<file path="config.mk">
export PLATFORM = sky130hd
export DESIGN_NAME = tx_gather_walker
export DESIGN_NICKNAME = d
export VERILOG_FILES = /design/src/rtl/tx_gather_pkg.sv /design/src/rtl/tx_gather_addr.sv /design/src/rtl/tx_gather_unpack.sv /design/src/rtl/tx_gather_len_chk.sv /design/src/rtl/tx_gather_walker.sv
export SDC_FILE = /design/constraint.sdc
export NUM_CORES = 1
export LEC_CHECK = 0
export BUFFER_PORTS_ARGS = -buffer_cell sky130_fd_sc_hd__buf_2
export CAP_MARGIN = 10
export CORE_MARGIN = 2
export CORE_UTILIZATION = 45
export CTS_BUF_LIST = sky130_fd_sc_hd__clkbuf_8 sky130_fd_sc_hd__clkbuf_16
export CTS_CLUSTER_DIAMETER = 200
export DETAILED_ROUTE_END_ITERATION = 16
export MAX_ROUTING_LAYER = met4
export PLACE_DENSITY_LB_ADDON = 0.25
export SYNTH_ARGS = -nofsm -noshare
export SYNTH_HDL_FRONTEND = slang
export SYNTH_SLANG_ARGS = --single-unit
</file>
<file path="constraint.sdc">
create_clock -name clk_i -period 9.6 [get_ports clk_i]
set_input_delay 1.44 -clock clk_i [delete_from_list [all_inputs] [get_ports clk_i]]
set_output_delay 1.44 -clock clk_i [all_outputs]
set_load 0.01 [all_outputs]
</file>
<file path="src/rtl/tx_gather_pkg.sv">
package tx_gather_pkg;
  localparam int ADDR_W       = 36;
  localparam int WORD_W       = 32;
  localparam int LEN_W        = 12;
  localparam int HI_ADDR_W    = ADDR_W - WORD_W;
  localparam int RING_ALIGN_W = 8;
  localparam int CNT_FIELD_W  = 5;
  localparam int CNT_BYTE     = 3;
  localparam int ENTRY_BASE   = 4;
  localparam int ENTRY_BYTES  = 6;

  typedef struct packed {
    logic [ADDR_W-1:0] addr;
    logic [LEN_W-1:0]  len;
  } buf_req_t;

  typedef enum logic [2:0] {
    ST_IDLE,
    ST_HDR_RD,
    ST_HDR_CHK,
    ST_ENT_LO,
    ST_ENT_HI,
    ST_ENT_CHK,
    ST_REQ,
    ST_DONE
  } walk_state_e;
endpackage

</file>
<file path="src/rtl/tx_gather_addr.sv">
module tx_gather_addr
  import tx_gather_pkg::*;
#(
  parameter int SLOT_W     = 8,
  parameter int DESC_BYTES = 128,
  localparam int DESC_SH   = $clog2(DESC_BYTES),
  localparam int WSEL_W    = DESC_SH - 2
) (
  input  logic [ADDR_W-RING_ALIGN_W-1:0] ring_base_i,
  input  logic [SLOT_W-1:0]              slot_i,
  input  logic [WSEL_W-1:0]              word_i,
  output logic [ADDR_W-1:0]              addr_o
);
  logic [ADDR_W-1:0] ring_addr, slot_off, word_off;

  // ring base is only 256-byte aligned, so slot offset must be added, not ORed
  assign ring_addr = {ring_base_i, {RING_ALIGN_W{1'b0}}};
  assign slot_off  = ADDR_W'(slot_i) << DESC_SH;
  assign word_off  = ADDR_W'(word_i) << 2;
  assign addr_o    = ring_addr + slot_off + word_off;
endmodule

</file>
<file path="src/rtl/tx_gather_unpack.sv">
module tx_gather_unpack
  import tx_gather_pkg::*;
(
  input  logic [WORD_W-1:0] w0_i,
  input  logic [WORD_W-1:0] w1_i,
  input  logic              half_i,
  output buf_req_t          ent_o
);
  logic [WORD_W-1:0] lo_addr;
  logic [15:0]       hi_word;

  // entry starts at byte 0 of w0 (even index) or byte 2 of w0 (odd index)
  always_comb begin
    if (half_i) begin
      lo_addr = {w1_i[15:0], w0_i[31:16]};
      hi_word = w1_i[31:16];
    end else begin
      lo_addr = w0_i;
      hi_word = w1_i[15:0];
    end
    ent_o.addr = {hi_word[HI_ADDR_W-1:0], lo_addr};
    ent_o.len  = hi_word[15:HI_ADDR_W];
  end
endmodule

</file>
<file path="src/rtl/tx_gather_len_chk.sv">
module tx_gather_len_chk
  import tx_gather_pkg::*;
#(
  parameter int MAX_BUF_LEN = 4092,
  parameter int MAX_FRAME   = 8192,
  localparam int TOT_W      = $clog2(MAX_FRAME + (1 << LEN_W))
) (
  input  logic             clk_i,
  input  logic             rst_ni,
  input  logic             clr_i,
  input  logic [LEN_W-1:0] chk_len_i,
  input  logic             add_i,
  input  logic [LEN_W-1:0] add_len_i,
  output logic             bad_o,
  output logic [TOT_W-1:0] total_o
);
  logic [TOT_W-1:0] total_q;
  logic [TOT_W:0]   next_sum;

  assign next_sum = {1'b0, total_q} + (TOT_W+1)'(chk_len_i);
  assign bad_o    = (32'(chk_len_i) > MAX_BUF_LEN) || (32'(next_sum) > MAX_FRAME);
  assign total_o  = total_q;

  always_ff @(posedge clk_i or negedge rst_ni) begin
    if (!rst_ni)    total_q <= '0;
    else if (clr_i) total_q <= '0;
    else if (add_i) total_q <= total_q + TOT_W'(add_len_i);
  end

  p_frame_bound_r7: assert property (@(posedge clk_i) disable iff (!rst_ni)
    32'(total_q) <= MAX_FRAME);
endmodule

</file>
<file path="src/rtl/tx_gather_walker.sv">
module tx_gather_walker
  import tx_gather_pkg::*;
#(
  parameter int SLOT_W      = 8,
  parameter int DESC_BYTES  = 128,
  parameter int MAX_BUFS    = 20,
  parameter int MAX_BUF_LEN = 4092,
  parameter int MAX_FRAME   = 8192,
  localparam int OFF_W      = $clog2(DESC_BYTES),
  localparam int WSEL_W     = OFF_W - 2,
  localparam int TOT_W      = $clog2(MAX_FRAME + (1 << LEN_W)),
  localparam int BASE_W     = ADDR_W - RING_ALIGN_W
) (
  input  logic              clk_i,
  input  logic              rst_ni,
  input  logic              start_valid_i,
  output logic              start_ready_o,
  input  logic [BASE_W-1:0] ring_base_i,
  input  logic [SLOT_W-1:0] slot_i,
  output logic              mem_rd_o,
  output logic [ADDR_W-1:0] mem_addr_o,
  input  logic [WORD_W-1:0] mem_rdata_i,
  output logic              req_valid_o,
  input  logic              req_ready_i,
  output logic [ADDR_W-1:0] req_addr_o,
  output logic [LEN_W-1:0]  req_len_o,
  output logic              done_o,
  output logic [TOT_W-1:0]  frame_len_o,
  output logic              err_cnt_o,
  output logic              err_len_o
);
  walk_state_e            state_q;
  logic [BASE_W-1:0]      base_q;
  logic [SLOT_W-1:0]      slot_q;
  logic [CNT_FIELD_W-1:0] cnt_q, idx_q, hdr_cnt;
  logic [WORD_W-1:0]      lo_word_q;
  buf_req_t               req_q, ent;
  logic                   err_cnt_q, err_len_q;
  logic [OFF_W-1:0]       ent_off;
  logic [WSEL_W-1:0]      word_sel;
  logic                   accept, req_fire, ent_bad, last_ent;

  assign accept   = start_valid_i && start_ready_o;
  assign req_fire = req_valid_o && req_ready_i;
  assign hdr_cnt  = mem_rdata_i[8*CNT_BYTE +: CNT_FIELD_W];
  assign ent_off  = OFF_W'(ENTRY_BASE) + OFF_W'(idx_q) * OFF_W'(ENTRY_BYTES);
  assign last_ent = (idx_q + 1'b1) == cnt_q;

  always_comb begin
    unique case (state_q)
      ST_ENT_LO: word_sel = ent_off[OFF_W-1:2];
      ST_ENT_HI: word_sel = ent_off[OFF_W-1:2] + 1'b1;
      default:   word_sel = '0;
    endcase
  end

  assign mem_rd_o = (state_q == ST_HDR_RD) || (state_q == ST_ENT_LO) ||
                    (state_q == ST_ENT_HI);

  tx_gather_addr #(.SLOT_W(SLOT_W), .DESC_BYTES(DESC_BYTES)) u_addr (
    .ring_base_i (base_q),
    .slot_i      (slot_q),
    .word_i      (word_sel),
    .addr_o      (mem_addr_o)
  );

  tx_gather_unpack u_unpack (
    .w0_i   (lo_word_q),
    .w1_i   (mem_rdata_i),
    .half_i (ent_off[1]),
    .ent_o  (ent)
  );

  tx_gather_len_chk #(.MAX_BUF_LEN(MAX_BUF_LEN), .MAX_FRAME(MAX_FRAME)) u_len (
    .clk_i     (clk_i),
    .rst_ni    (rst_ni),
    .clr_i     (accept),
    .chk_len_i (ent.len),
    .add_i     (req_fire),
    .add_len_i (req_q.len),
    .bad_o     (ent_bad),
    .total_o   (frame_len_o)
  );

  always_ff @(posedge clk_i or negedge rst_ni) begin
    if (!rst_ni) begin
      state_q   <= ST_IDLE;
      base_q    <= '0;
      slot_q    <= '0;
      cnt_q     <= '0;
      idx_q     <= '0;
      lo_word_q <= '0;
      req_q     <= '0;
      err_cnt_q <= 1'b0;
      err_len_q <= 1'b0;
    end else begin
      unique case (state_q)
        ST_IDLE: if (accept) begin
          base_q    <= ring_base_i;
          slot_q    <= slot_i;
          err_cnt_q <= 1'b0;
          err_len_q <= 1'b0;
          state_q   <= ST_HDR_RD;
        end
        ST_HDR_RD: state_q <= ST_HDR_CHK;
        ST_HDR_CHK: begin
          idx_q <= '0;
          cnt_q <= hdr_cnt;
          if (hdr_cnt == '0 || 32'(hdr_cnt) > MAX_BUFS) begin
            err_cnt_q <= 1'b1;
            state_q   <= ST_DONE;
          end else begin
            state_q <= ST_ENT_LO;
          end
        end
        ST_ENT_LO: state_q <= ST_ENT_HI;
        ST_ENT_HI: begin
          lo_word_q <= mem_rdata_i;
          state_q   <= ST_ENT_CHK;
        end
        ST_ENT_CHK: begin
          if (ent_bad) begin
            err_len_q <= 1'b1;
            state_q   <= ST_DONE;
          end else begin
            req_q   <= ent;
            state_q <= ST_REQ;
          end
        end
        ST_REQ: if (req_ready_i) begin
          idx_q   <= idx_q + 1'b1;
          state_q <= last_ent ? ST_DONE : ST_ENT_LO;
        end
        ST_DONE: state_q <= ST_IDLE;
        default: state_q <= ST_IDLE;
      endcase
    end
  end

  assign start_ready_o = (state_q == ST_IDLE);
  assign req_valid_o   = (state_q == ST_REQ);
  assign req_addr_o    = req_q.addr;
  assign req_len_o     = req_q.len;
  assign done_o        = (state_q == ST_DONE);
  assign err_cnt_o     = err_cnt_q;
  assign err_len_o     = err_len_q;

  p_req_stable_r4: assert property (@(posedge clk_i) disable iff (!rst_ni)
    req_valid_o && !req_ready_i |=> req_valid_o && $stable(req_addr_o) && $stable(req_len_o));

  p_no_req_on_cnt_err_r5: assert property (@(posedge clk_i) disable iff (!rst_ni)
    err_cnt_o |-> !req_valid_o);

  p_buf_bound_r6: assert property (@(posedge clk_i) disable iff (!rst_ni)
    req_valid_o |-> 32'(req_len_o) <= MAX_BUF_LEN);

  p_done_pulse_r8: assert property (@(posedge clk_i) disable iff (!rst_ni)
    done_o |=> !done_o);

  p_err_hold_r9: assert property (@(posedge clk_i) disable iff (!rst_ni)
    done_o |=> $stable(err_cnt_o) && $stable(err_len_o));

  p_busy_after_accept_r10: assert property (@(posedge clk_i) disable iff (!rst_ni)
    start_valid_i && start_ready_o |=> !start_ready_o);

  p_ready_excl_r10: assert property (@(posedge clk_i) disable iff (!rst_ni)
    start_ready_o |-> !req_valid_o && !mem_rd_o);
endmodule

</file>
==> impl_metrics.csv, run 1 <==
group,metric,value,unit
logic_synthesis,synthFlopType,"dfrtp_1",
logic_synthesis,synth_edf_count,0,
floorplan,start_util,45.5,%
logic_synthesis,yosysTopAreaCell,"dfrtp_1",
floorplan,die_x,141,um
final_layout,fin_util,54.6,%
pwr,p_leak,4.89,nW
worst_setup_path,arrival,3480,ps
timing,maxSlewViolCount,0,
worst_setup_path,reg2reg_depth,13,
logic_synthesis,syn_inst,821,
clock_network,cts_tree,"done",
logic_synthesis,avgSynthCellArea,10.3,um^2
final_layout,drive_gt1_share,33.2,%
floorplan,core,18600,um^2
worst_setup_path,ff2ff_setup_slack,4910,ps
final_layout,nFillCells,1648,
timing,fmax,203,MHz
clock_network,cts_setup_buffers,0,
clock_network,cts_buffers,17,
timing,finalCritPeriodShare,51.2,%
timing,finalHoldViolCount,0,
drt,postRouteAntennaNets,0,
place,dp_slack,4460,ps
clock_network,cts_resized,0,
timing,tightest_slew,1190,ps
drt,drc,0,
worst_setup_path,path_max_fanout,55,
clock_network,clk_latency,430,ps
clock_network,cts.hold.buffers_added,0,
logic_synthesis,syn_area,8450,um^2
worst_setup_path,start_kind,"flop",
timing,setup_viol,0,
drt,viasPerCell,5.30,
global_routing,grt_max_degree,75,
worst_setup_path,endpoint_kind,"output pin",
worst_setup_path,criticalPathCategory,"reg2out",
min_path,hold_depth,2,
outcome,outcome,"finished clean",
place,place_inst,1200,
drt,wl,20500,um
place,place_congestion,0.886,
global_routing,first_global_vias,6495,
timing,holdWs,475,ps
timing,rsz0062_at_grt,"no",
logic_synthesis,synth_area_leaders,"dfrtp_1, mux2_2, nand2_1, ha_1, xnor2_1",
global_routing,grt-ovfl-total,0,
final_layout,final_common_cell,"buf_2",
final_layout,nNetsFinal,1102,
final_layout,final_cell_mix,"buf_2, nand2_1, dfrtp_1, mux2_2, ha_1",
timing,fin_tns_setup,0,ps
drt,dr.first_iter.drc_count,380,
final_layout,final_area,10100,um^2
place,io_buffers,173,
floorplan,die_y,141,um
global_routing,groute.usage.overall,21.9,%
final_layout,fin_cells,1233,
logic_synthesis,synthDistinctLibCells,62,
min_path,min_path_type,"reg2reg",
timing,max-slew-margin-rel,20.2,%
drt,dr_total_vias,6535,
drt,dr.pass1.iters,4,
logic_synthesis,ys_ff_latch,145,
floorplan,die_area,19900,um^2
clock_network,htreeDepth,4,
pwr,peakVddDrop,0.184,mV
timing,skew,12.6,ps
timing,setup_slack,4680,ps
logic_synthesis,ys_seq_area_share,43.0,%
drt,wl_per_cell,16.7,um
place,placed_area,9500,um^2
clock_network,clock_path_buffers,2,
worst_setup_path,cp.required,8160,ps
run,max-cap-violations,0,
place,place_hpwl,14900,um
global_routing,antenna_found_initial,1,
pwr,total_power,3.55,mW
timing,finalCriticalPeriod,4920,ps
global_routing,grt_pass1_wl,33500,um
clock_network,root_buffer,"clkbuf_16",
clock_network,clock-sinks,145,
logic_synthesis,synth_warnings,0,
floorplan,core.rowCount,50,
logic_synthesis,async_flop_share,100,%
final_layout,syn_to_final_growth,20.0,%
pwr,power_density,350,nW/um^2
logic_synthesis,netlist.area_leader.share,43.0,%
floorplan,pin_count,176,
clock_network,clk_pin_slew,70,ps
[path summary, 6_finish.rpt]
path / end / from
max in group asynchronous: idx_q[0] / rst_ni
min in group asynchronous: base_q[1] / rst_ni
hold / removal: err_len_o / err_len_o
hold reg to reg: err_len_o / err_len_o
setup / recovery: mem_addr_o[5] / idx_q[0]
setup reg to reg: req_addr_o[15] / idx_q[0]
[per-layer routing]
metal,track usage [%],vias to the layer above,share of wire (%)
li1,-,3220,-
met1,29.0,3110,47
met3,5.74,14,6.4
met2,34.6,191,46
met5,-,-,0
met4,3.79,0,0.70
[where the power goes]
part           switching, mW  internal (mW)  leakage [nW]
clock                  0.308          0.402         0.308
combinational          0.896          0.834          2.81
sequential             0.212          0.898          1.78
[area by class of cell]
| type | instances | area (um^2) | share of cell area [%] |
|---|---|---|---|
| Antenna cell | 1 | 2.50 | 0.0247 |
| Clock buffer | 17 | 425 | 4.20 |
| Clock inverter | 15 | 210 | 2.07 |
| Inverter | 24 | 90.1 | 0.889 |
| Multi-Input combinational cell | 619 | 4580 | 45.1 |
| Sequential cell | 145 | 3630 | 35.8 |
| Tap cell | 234 | 293 | 2.89 |
| Timing Repair Buffer | 178 | 910 | 8.97 |
[cell families after synthesis]
family | share of synthesized area, %
mux | 18.2
compound gates | 8.61
buf+inv | 2.98
flops | 43.0
xor+xnor | 5.81
simple gates | 14.4
other cells | 0.0444
fa+ha+maj | 7.02
[state kept, by name (all words and copies together), names as in the netlist, 3 cells and up]
| register | cells |
|---|---|
| base_q | 28 |
| lo_word_q | 32 |
| req_addr_o | 36 |
| cnt_q | 5 |
| state_q | 3 |
| idx_q | 5 |
| req_len_o | 12 |
| slot_q | 8 |
| u_len.total_o | 14 |
[Yosys cell counts, types with 3 or more instances]
library cell	number
inv_1	24
nor3_1	7
mux2_2	114
and4_1	5
ha_1	41
a22o_1	3
nand2b_1	7
and3_1	6
xnor2_1	35
nand3_1	18
o21ai_0	37
buf_2	3
nor2b_1	5
clkbuf_1	25
o22ai_1	5
and2_1	5
dfrtp_1	145
mux2_1	19
nand4_1	9
xor2_1	21
a31oi_1	5
nand2_1	151
o21a_1	3
nor2_1	35
nor4_1	5
a21o_1	6
fa_1	4
a21oi_1	16
nand3b_1	4
a21boi_0	5
o2111ai_1	5
mux2i_1	4
buf_4	4
[worst max-delay path: stages (launching register included)]
cell and delay (ps):
dfrtp_2 340, buf_4 550, ha_1 420, fa_1 510, ha_1 240, xnor2_1 280
inv_1 120, a31o_2 260, a31oi_1 170, buf_2 160
(Power assumes the default switching activity.)
==> run 2, diff against run 1 <==
==> constraint.sdc (replaced) <==
create_clock -name clk_i -period 5.1 [get_ports clk_i]
set_input_delay 0.765 -clock clk_i [delete_from_list [all_inputs] [get_ports clk_i]]
set_output_delay 0.765 -clock clk_i [all_outputs]
set_load 0.01 [all_outputs]
==> run 2 against run 1 <==
Sequential power is 92% higher. Cell count up 0.32%. Combinational power increased by 86%. Core utilization about the same. First-iteration DRC count is 16% lower. Register-to-register slack got worse by 4200 ps. Via count increased by 1.0%. Critical path type unchanged. Critical endpoint unchanged. Largest power group unchanged.
==> impl_metrics.csv, run 2 (synthesis results as in run 1) <==
group,metric,value,unit
clock_network,cts_tree,"done",
global_routing,groute.usage.overall,21.4,%
pwr,sw_frac_of_total,40.4,%
final_layout,final_area,10100,um^2
drt,dr_total_vias,6602,
worst_setup_path,max_stage_delay,740,ps
timing,fin_tns_setup,0,ps
final_layout,multiInputGateArea,4580,um^2
drt,viasPerCell,5.34,
global_routing,grt-ovfl-total,0,
clock_network,cts_setup_buffers,0,
worst_setup_path,arrival,3710,ps
worst_setup_path,path_max_fanout,29,
drt,drc,0,
final_layout,final_cell_mix,"buf_2, nand2_1, dfrtp_1, mux2_2, ha_1",
clock_network,cts.hold.buffers_added,0,
final_layout,drive_gt1_share,33.3,%
worst_setup_path,criticalPathCategory,"reg2out",
pwr,power_density,651,nW/um^2
worst_setup_path,endpoint_kind,"output pin",
pwr,p_comb_share,48.7,%
drt,wl_per_cell,16.4,um
pwr,p_leak,4.89,nW
floorplan,core,18600,um^2
timing,tightest_slew,842,ps
timing,fmax,224,MHz
final_layout,syn_to_final_growth,20.1,%
worst_setup_path,crit_top_cell,"ha_1",
clock_network,cts_resized,0,
timing,rsz0062_at_grt,"no",
global_routing,antenna_found_initial,3,
clock_network,clock-sinks,145,
worst_setup_path,crit_slowest_cell,"dfrtp_2",
floorplan,die_area,19900,um^2
clock_network,htreeDepth,4,
run,max-cap-violations,0,
worst_setup_path,start_kind,"flop",
final_layout,final_common_cell,"buf_2",
worst_setup_path,crit_buf_inv,3,
final_layout,largest_register_ffs,36,
worst_setup_path,cpLargestDelayFamily,"adder cells",
clock_network,root_buffer,"clkbuf_16",
timing,max-slew-margin-rel,43.7,%
pwr,p_clk_share,19.2,%
drt,postRouteAntennaNets,0,
clock_network,clock_path_buffers,2,
pwr,pwr-share-seq,32.2,%
final_layout,regArea,3630,um^2
final_layout,fin_cells,1237,
clock_network,cts_buffers,17,
floorplan,core.rowCount,50,
pwr,p_sw,2.67,mW
timing,finalCritPeriodShare,87.7,%
timing,setup_viol,0,
clock_network,clk_pin_slew,70,ps
pwr,p_int,3.93,mW
place,place_congestion,0.878,
pwr,peakVddDrop,0.355,mV
drt,dr.pass1.iters,5,
timing,finalCriticalPeriod,4470,ps
floorplan,start_util,45.5,%
place,placed_area,9530,um^2
final_layout,nNetsFinal,1104,
min_path,min_path_type,"in2async",
worst_setup_path,worstPathCellList,"buf_4, ha_1, fa_1, ha_1, xnor2_1, inv_1, a31o_2, a31oi_1, buf_2",
place,place_inst,1202,
floorplan,die_y,141,um
global_routing,grt_max_degree,61,
timing,finalHoldViolCount,0,
final_layout,nFillCells,1689,
outcome,outcome,"finished clean",
place,io_buffers,173,
drt,dr.first_iter.drc_count,320,
floorplan,die_x,141,um
clock_network,clk_latency,430,ps
global_routing,grt_pass1_wl,32900,um
global_routing,first_global_vias,6407,
timing,skew,17.1,ps
drt,wl,20200,um
timing,maxSlewViolCount,0,
floorplan,pin_count,176,
worst_setup_path,cp.required,4340,ps
place,place_hpwl,14900,um
run 2: cell types whose count changed in the layout (fill, tap and decap cells not counted):
| cell | previous run | this run |
|---|---|---|
| inv_8 | 6 | 4 |
| diode_2 | 1 | 3 |
| bufinv_16 | 2 | 0 |
| buf_12 | 0 | 1 |
| clkinv_4 | 0 | 3 |
| clkinvlp_4 | 1 | 0 |
| buf_4 | 5 | 6 |
| clkinv_8 | 3 | 6 |
| inv_6 | 3 | 2 |
run 2: cell type report:
type | instances | share of cell area [%]
Antenna cell | 3 | 0.0740
Clock buffer | 17 | 4.19
Clock inverter | 15 | 1.84
Inverter | 24 | 0.888
Multi-Input combinational cell | 619 | 45.1
Sequential cell | 145 | 35.8
Tap cell | 234 | 2.89
Timing Repair Buffer | 180 | 9.24
run 2: per-layer routing:
layer / vias to the layer above / global-route usage, % / part of all wire [%]
met5: - / - / 0
met4: 0 / 4.11 / 0.81
li1: 3224 / - / -
met2: 179 / 33.4 / 46
met3: 13 / 5.33 / 5.8
met1: 3186 / 28.7 / 47
run 2: path summary, 6_finish.rpt:
path,end,cells past startpoint,start,slack [ps]
setup / recovery,mem_addr_o[5],9,idx_q[0],630
hold / removal,slot_q[2],1,rst_ni,310
setup reg to reg,req_addr_o[0],12,idx_q[0],710
hold reg to reg,err_len_o,2,err_len_o,480
max in group asynchronous,idx_q[0],2,rst_ni,3710
min in group clk_i,err_len_o,2,err_len_o,480
run 2: worst reg2reg max path, cell delays in order (launching register included):
cell and delay (ps):
dfrtp_2 740, mux2_2 290, ha_1 180, inv_1 60, fa_1 400, nand2b_1 180, a21oi_1 290, o22ai_1 110
or4_1 540, o41a_1 440, nor3_4 340, buf_12 310, mux2_2 400
run 2: power groups by stage:
stage          Combinational [mW]  Clock (mW)  Sequential, mW
4_1_cts                      3.23        1.30            2.13
2_1_floorplan                2.25           0            2.12
3_3_place_gp                 3.17           0            2.14
6_report                     3.21        1.26            2.13
3_5_place_dp                 3.22           0            2.15
5_1_grt                      3.58        1.35            2.21
run 2: through the flow:
stage	power (mW)	worst slack (ps)	util [%]	hold slack [ps]
4_1_cts	6.66	607	54.6	323
2_1_floorplan	4.37	1050	-	447
3_3_place_gp	5.31	804	51.3	458
3_5_place_dp	5.36	699	51.3	469
6_report	6.60	627	54.6	310
5_1_grt	7.13	416	54.6	339
